**src/rtl/sfc_pkg.sv**
```systemverilog
package sfc_pkg;
  typedef logic [3:0] cmd_t;  // {cs_n, ras_n, cas_n, we_n}
  localparam cmd_t CMD_LCR = 4'b0000;
  localparam cmd_t CMD_ACT = 4'b0011;
  localparam cmd_t CMD_RD  = 4'b0101;
  localparam cmd_t CMD_WR  = 4'b0100;
  localparam cmd_t CMD_NOP = 4'b0111;
  localparam logic [7:0] OP_PROG = 8'h40;
  localparam logic [7:0] OP_STAT = 8'h70;
  typedef enum logic [2:0] {S_IDLE, S_LCR, S_ACT, S_GAP, S_COL, S_LAT} st_t;
endpackage

```
**src/rtl/sfc_addr_split.sv**
```systemverilog
module sfc_addr_split #(
  parameter int BANK_W = 2,
  parameter int ROW_W  = 12,
  parameter int COL_W  = 8,
  localparam int HADDR_W = BANK_W + ROW_W + COL_W
) (
  input  logic [HADDR_W-1:0] haddr,
  output logic [BANK_W-1:0]  bank,
  output logic [ROW_W-1:0]   row,
  output logic [COL_W-1:0]   col
);
  assign col  = haddr[COL_W-1:0];
  assign row  = haddr[COL_W +: ROW_W];
  assign bank = haddr[HADDR_W-1 -: BANK_W];
endmodule

```
**src/rtl/sfc_fsm.sv**
```systemverilog
module sfc_fsm
  import sfc_pkg::*;
#(
  parameter int CNT_W = 2
) (
  input  logic             clk,
  input  logic             rst_n,
  input  logic             start,
  input  logic             is_wr,
  input  logic [CNT_W-1:0] gap_len,
  input  logic [CNT_W-1:0] lat_len,
  output st_t              state,
  output logic             cap,
  output logic             wr_end
);
  logic [CNT_W-1:0] cnt;

  assign cap    = (state == S_LAT) && (cnt == lat_len);
  assign wr_end = (state == S_COL) && is_wr;

  always_ff @(posedge clk) begin
    if (!rst_n) begin
      state <= S_IDLE;
      cnt   <= '0;
    end else begin
      case (state)
        S_IDLE: if (start) state <= S_LCR;
        S_LCR:  state <= S_ACT;
        S_ACT: begin
          state <= S_GAP;
          cnt   <= CNT_W'(1);
        end
        S_GAP: begin
          if (cnt == gap_len) state <= S_COL;
          else cnt <= cnt + CNT_W'(1);
        end
        S_COL: begin
          if (is_wr) state <= S_IDLE;
          else begin
            state <= S_LAT;
            cnt   <= CNT_W'(1);
          end
        end
        S_LAT: begin
          if (cnt == lat_len) state <= S_IDLE;
          else cnt <= cnt + CNT_W'(1);
        end
        default: state <= S_IDLE;
      endcase
    end
  end
endmodule

```
**src/rtl/sfc_bus_mux.sv**
```systemverilog
module sfc_bus_mux
  import sfc_pkg::*;
#(
  parameter int BANK_W = 2,
  parameter int ROW_W  = 12,
  parameter int COL_W  = 8
) (
  input  st_t               state,
  input  logic              is_wr,
  input  logic [BANK_W-1:0] bank,
  input  logic [ROW_W-1:0]  row,
  input  logic [COL_W-1:0]  col,
  output cmd_t              cmd,
  output logic [BANK_W-1:0] ba,
  output logic [ROW_W-1:0]  addr,
  output logic              oe
);
  always_comb begin
    cmd  = CMD_NOP;
    ba   = bank;
    addr = '0;
    oe   = 1'b0;
    case (state)
      S_LCR: begin
        cmd  = CMD_LCR;
        addr = {row[ROW_W-1:8], (is_wr ? OP_PROG : OP_STAT)};
      end
      S_ACT: begin
        cmd  = CMD_ACT;
        addr = row;
      end
      S_COL: begin
        cmd  = is_wr ? CMD_WR : CMD_RD;
        addr = {{(ROW_W-COL_W){1'b0}}, col};
        oe   = is_wr;
      end
      default: ;
    endcase
  end
endmodule

```
**src/rtl/sfc_seq.sv**
```systemverilog
module sfc_seq
  import sfc_pkg::*;
#(
  parameter int BANK_W = 2,
  parameter int ROW_W  = 12,
  parameter int COL_W  = 8,
  parameter int DATA_W = 16,
  localparam int HADDR_W = BANK_W + ROW_W + COL_W
) (
  input  logic               clk,
  input  logic               rst_n,
  input  logic               req_valid,
  output logic               req_ready,
  input  logic               req_write,
  input  logic [HADDR_W-1:0] req_addr,
  input  logic [DATA_W-1:0]  req_wdata,
  output logic               rsp_done,
  output logic [DATA_W-1:0]  rsp_data,
  input  logic [1:0]         cfg_trcd,
  input  logic               cfg_cl3,
  output logic               fl_cs_n,
  output logic               fl_ras_n,
  output logic               fl_cas_n,
  output logic               fl_we_n,
  output logic [BANK_W-1:0]  fl_ba,
  output logic [ROW_W-1:0]   fl_addr,
  output logic [DATA_W-1:0]  fl_dq_out,
  output logic               fl_dq_oe,
  input  logic [DATA_W-1:0]  fl_dq_in
);
  localparam int CNT_W = 2;

  logic [BANK_W-1:0] in_bank, r_bank;
  logic [ROW_W-1:0]  in_row, r_row;
  logic [COL_W-1:0]  in_col, r_col;
  logic [DATA_W-1:0] r_wdata;
  logic              r_wr;
  logic [CNT_W-1:0]  r_gap, r_lat;
  logic              start, cap, wr_end;
  st_t               state;
  cmd_t              cmd;

  assign req_ready = (state == S_IDLE);
  assign start     = req_valid && req_ready;

  sfc_addr_split #(.BANK_W(BANK_W), .ROW_W(ROW_W), .COL_W(COL_W)) u_split (
    .haddr(req_addr), .bank(in_bank), .row(in_row), .col(in_col)
  );

  always_ff @(posedge clk) begin
    if (!rst_n) begin
      r_bank  <= '0;
      r_row   <= '0;
      r_col   <= '0;
      r_wdata <= '0;
      r_wr    <= 1'b0;
      r_gap   <= CNT_W'(1);
      r_lat   <= CNT_W'(2);
    end else if (start) begin
      r_bank  <= in_bank;
      r_row   <= in_row;
      r_col   <= in_col;
      r_wdata <= req_wdata;
      r_wr    <= req_write;
      r_gap   <= (cfg_trcd == 2'd0) ? CNT_W'(1) : CNT_W'(cfg_trcd);
      r_lat   <= cfg_cl3 ? CNT_W'(3) : CNT_W'(2);
    end
  end

  sfc_fsm #(.CNT_W(CNT_W)) u_fsm (
    .clk(clk), .rst_n(rst_n), .start(start), .is_wr(r_wr),
    .gap_len(r_gap), .lat_len(r_lat), .state(state), .cap(cap), .wr_end(wr_end)
  );

  sfc_bus_mux #(.BANK_W(BANK_W), .ROW_W(ROW_W), .COL_W(COL_W)) u_mux (
    .state(state), .is_wr(r_wr), .bank(r_bank), .row(r_row), .col(r_col),
    .cmd(cmd), .ba(fl_ba), .addr(fl_addr), .oe(fl_dq_oe)
  );

  assign {fl_cs_n, fl_ras_n, fl_cas_n, fl_we_n} = cmd;
  assign fl_dq_out = r_wdata;

  always_ff @(posedge clk) begin
    if (!rst_n) begin
      rsp_done <= 1'b0;
      rsp_data <= '0;
    end else begin
      rsp_done <= cap || wr_end;
      if (cap) rsp_data <= {{(DATA_W-8){1'b0}}, fl_dq_in[7:0]};
    end
  end
endmodule

```
**config.mk**
```make
export PLATFORM = sky130hd
export DESIGN_NAME = sfc_seq
export DESIGN_NICKNAME = d
export VERILOG_FILES = /design/src/rtl/sfc_pkg.sv /design/src/rtl/sfc_addr_split.sv /design/src/rtl/sfc_fsm.sv /design/src/rtl/sfc_bus_mux.sv /design/src/rtl/sfc_seq.sv
export SDC_FILE = /design/constraint.sdc
export NUM_CORES = 1
export LEC_CHECK = 0
export BUFFER_PORTS_ARGS = -buffer_cell sky130_fd_sc_hd__buf_4
export CAP_MARGIN = 0
export CORE_MARGIN = 2
export CORE_UTILIZATION = 51
export DETAILED_ROUTE_END_ITERATION = 7
export GPL_ROUTABILITY_DRIVEN = 1
export PLACE_DENSITY = 0.83
export REMOVE_ABC_BUFFERS = 1
export SLEW_MARGIN = 0
export SYNTH_ARGS = -nofsm -noshare
export SYNTH_HDL_FRONTEND = slang
export SYNTH_SLANG_ARGS = --single-unit
```
**constraint.sdc**
```tcl
create_clock -name clk -period 2.3 [get_ports clk]
set_clock_uncertainty 0.2 [all_clocks]
set_input_delay 0.23 -clock clk [delete_from_list [all_inputs] [get_ports clk]]
set_output_delay 0.23 -clock clk [all_outputs]
set_load 0.1 [all_outputs]
```
==> tab_implementation.tex <==
\begin{tabular}{lr}
\hline
Metric & Value \\
\hline
\multicolumn{2}{l}{\textbf{Outcome}} \\
\quad Status & complete, no violations \\
\multicolumn{2}{l}{\textbf{Final layout}} \\
\quad Area of combinational cells with multiple inputs & 1270 um2 \\
\quad Final design utilization & between 80\% and 90\% \\
\quad Number of filler instances in the final layout & 297 \\
\quad Share of cells above drive strength 1 & between 20\% and 30\% \\
\quad Synthesis-to-layout area growth & 49.9\% \\
\quad Flip-flop and latch area & 1120 um2 \\
\quad Post-layout instance area & 3860 um2 \\
\quad Diode insertion count for antenna repair & 0 \\
\quad Final nets & approximately 510 \\
\quad Final instance count without filler cells & 512 \\
\multicolumn{2}{l}{\textbf{Power}} \\
\quad Static leakage & 1.77 nW \\
\quad Maximum resistive drop on vdd & about 0.48 mV \\
\quad Power per cell area & 696 nW/um2 \\
\multicolumn{2}{l}{\textbf{STA}} \\
\quad Number of pins exceeding their max-slew limit in the final report & 0 \\
\quad Max Clk Rate & approximately 460 MHz \\
\quad Number of setup violations in the final report & 0 \\
\quad Number of hold violations in the final report & 0 \\
\quad Unrepaired setup endpoints after global routing & true \\
\quad Crit share post-route & 95.4\% \\
\quad Clock period minus final worst setup slack & 2190 ps \\
\multicolumn{2}{l}{\textbf{Global route}} \\
\quad GRT Residual Overflow & 0 \\
\quad Antenna violations before repair & 0 \\
\quad GRT Util Overall & around a quarter \\
\quad Via count of the first global-routing pass & roughly 2.5k \\
\quad Wire length of the first global-routing pass & 11200 um \\
\quad Maximum number of pins on one net before global-route repair & 58 \\
\multicolumn{2}{l}{\textbf{Setup path}} \\
\quad Classification of the worst setup path & flop to primary output \\
\quad Cell depth of the worst flop-to-flop path & 5 \\
\quad Startpoint of the lowest-slack register-to-register path & u\_fsm.state[2]\$\_SDFFE\_PN0P\_ \\
\quad Capturing element type of the critical path & primary output \\
\quad Cell chain of the critical path & and2b\_1 > nor2b\_1 > a21oi\_1 > o21ai\_0 > buf\_6 \\
\quad Crit path largest cell delay & 420 ps \\
\quad Largest fanout on the critical path & 13 \\
\quad Worst R2R Setup Slack & a little under 400 ps \\
\quad Worst endpoint required time & 1870 ps \\
\quad Endpoint of the worst register-to-register path & u\_fsm.cnt[0]\$\_SDFFE\_PN0P\_ \\
\quad Data arrival at the endpoint of the critical path & 1760 ps \\
\quad Slowest library cell on the worst path & dfxtp\_2 \\
\quad Worst setup path endpoint & fl\_addr[4] \\
\quad CP Launch Point & u\_fsm.state[2]\$\_SDFFE\_PN0P\_ \\
\quad Kind of start point of the critical path & flop \\
\multicolumn{2}{l}{\textbf{Yosys}} \\
\quad Share of flip-flops with an asynchronous set or reset & 0\% \\
\quad Avg Inst Size Synth & 8.41 um2 \\
\quad Number of storage elements in the synthesis netlist & 56 \\
\quad Post-synth EDFFs & 0 \\
\quad Synth cell types & 37 \\
\quad Cell types with the highest counts after synthesis & nand2\_1 (92), dfxtp\_1 (56), a21boi\_1 (39) \\
\quad Most used DFF post-synth & dfxtp\_1 \\
\quad Post-Synthesis Cells & 306 \\
\quad Most common cell in the netlist & nand2\_1 \\
\quad Fraction of post-synthesis cell area in the top cell type by area & 43.6\% \\
\quad Number of warnings printed during yosys synthesis & 0 \\
\quad Area of the mapped netlist & 2570 um2 \\
\quad Largest cells by area after synthesis & dfxtp\_1 (44\%), nand2\_1 (13\%), a21boi\_1 (11\%) \\
\quad Library cell with the largest summed area after synthesis & dfxtp\_1 \\
\quad Register area share after synthesis & 43.6\% \\
\multicolumn{2}{l}{\textbf{Route}} \\
\quad Via density per instance & a little over 5 \\
\quad First-iteration detailed-routing DRC count & roughly 150 \\
\quad Vias after detailed routing & 2595 \\
\quad Detailed Route WL & between 7000 and 8000 um \\
\quad Antenna violation net count after detailed routing & 0 \\
\quad DRC & 0 \\
\quad DR pass1 iterations & 4 \\
\quad Routed wirelength normalized by instance count & approximately 14 um \\
\multicolumn{2}{l}{\textbf{Floorplanning}} \\
\quad Area enclosed by the die boundary & approximately 5600 um2 \\
\quad Initial core utilization & 53.8\% \\
\quad I/O pin count & 114 \\
\quad Die extent in y & 75.0 um \\
\quad Number of core rows & 25 \\
\quad Die span in x & 75.0 um \\
\quad Standard cell core area & 4790 um2 \\
\multicolumn{2}{l}{\textbf{Clock tree}} \\
\quad CTS Root Cell & clkbuf\_8 \\
\quad Clock sink total & 56 \\
\quad Number of levels the H-tree was split into & 2 \\
\quad Maximum buffer depth of the clock tree & 2 \\
\quad Skew-Pair Late Insertion Delay & just over 300 ps \\
\quad Clock transition at path regs & 100 ps \\
\quad CTS tree & built \\
\quad CTS Buf Count & 5 \\
\multicolumn{2}{l}{\textbf{Placement}} \\
\quad \# placed instances & 454 \\
\quad GP Congestion & 0.827 \\
\quad HPWL after detailed placement & around 3900 um \\
\quad Count of port buffers added during placement & 96 \\
\quad Area of placed instances & 3260 um2 \\
\multicolumn{2}{l}{\textbf{Flow run}} \\
\quad MaxCap Viol Count & 0 \\
\multicolumn{2}{l}{\textbf{Hold path}} \\
\quad Type of the most critical hold path & input pin to flop \\
\hline
\end{tabular}
routing by layer:
metal	track usage, %	vias up	share of wire, %	routed length [um]
met5	0	-	0	0
met4	8.73	0	2.1	149
met3	7.36	18	7.5	528
met2	44.3	105	51	3590
met1	30.2	1217	40	2810
li1	-	1255	-	-
worst min path at each step:
stage                            from                           to  cells after the start
5_1_grt                     req_valid  u_fsm.state[0]$_SDFFE_PN0P_                      3
3_3_place_gp   r_row[11]$_SDFFE_PN0P_       r_row[11]$_SDFFE_PN0P_                      2
6_report                    req_valid  u_fsm.state[0]$_SDFFE_PN0P_                      3
2_1_floorplan                   rst_n        r_gap[0]$_SDFFE_PN1P_                      1
3_5_place_dp    r_row[8]$_SDFFE_PN0P_        r_row[8]$_SDFFE_PN0P_                      2
4_1_cts                     req_valid  u_fsm.state[0]$_SDFFE_PN0P_                      3
where the power goes:
part | switching (W) | leakage (nW) | internal (W)
Clock | 0.000325 | 0.0479 | 0.000213
Sequential | 0.0000586 | 0.458 | 0.00104
Combinational | 0.000735 | 1.26 | 0.000313
Total | 0.00112 | 1.77 | 0.00157
final cells by class:
cell class	count	share of cell area, %
Clock buffer	5	1.78
Timing Repair Buffer	153	33.2
Multi-Input combinational cell	226	33.0
Sequential cell	56	29.2
Inverter	2	0.195
Tap cell	67	2.17
Clock inverter	3	0.487
cells in the final DEF (no fill, tap or decap), types with 2 or more instances in the layout:
cell and count:
buf_4 101, nand2_1 92, dfxtp_1 53, dlygate4sd3_1 50, a21boi_1 39, nor2_1 12
nor2b_1 10, mux2i_1 9, conb_1 9, o21ai_0 7, a21oi_1 6, a22oi_1 5
and2_1 5, clkbuf_8 5, xnor2_1 3, nand2b_1 3, dfxtp_2 3, inv_1 2
and2b_1 2, o21bai_1 2, a21boi_0 2, xor2_1 2, or3_1 2, o211a_1 2
clkinv_2 2, buf_6 2
through the flow:
step	total power (W)	setup TNS [ps]	setup slack, ps	hold slack [ps]
6_report	0.00269	0	107	116
5_1_grt	0.00280	-3.03	-3.03	141
4_1_cts	0.00267	0	2.18	126
3_5_place_dp	0.00208	0	259	241
3_3_place_gp	0.00206	0	315	237
2_1_floorplan	0.00182	-27590	-1340	106
sequential cells by signal, indices dropped and copies added, names as in the netlist:
name / flops
r_wr: 1
u_fsm.cnt: 2
u_fsm.state: 3
r_row: 12
r_bank: 2
rsp_done: 1
r_gap: 2
r_lat: 1
r_col: 8
rsp_data: 8
fl_dq_out: 16
worst max-delay path, delay by kind of cell (launching register included):
family / cells / cell delay [ps]
compound gates: 2 / 290
buf+inv: 1 / 270
flops: 1 / 420
simple gates: 2 / 460
timing repair:
item,CTS,global route
setup endpoints to repair,5,11
hold buffers,50,0
setup buffers,0,0
gates resized for setup,1,5
hold endpoints to repair,50,0
cells by family (layout without fill, tap and decap cells):
group,Yosys count,after routing,share of synthesized area (%)
and+or+nand+nor,134,134,23.6
AOI/OAI and AO/OA,69,69,19.3
DFF,56,56,43.6
buffers and inverters,32,163,8.26
muxes,9,9,3.50
xor gates and xnor gates,5,5,1.70
other,1,9,0.146
(Power assumes the default switching activity.)
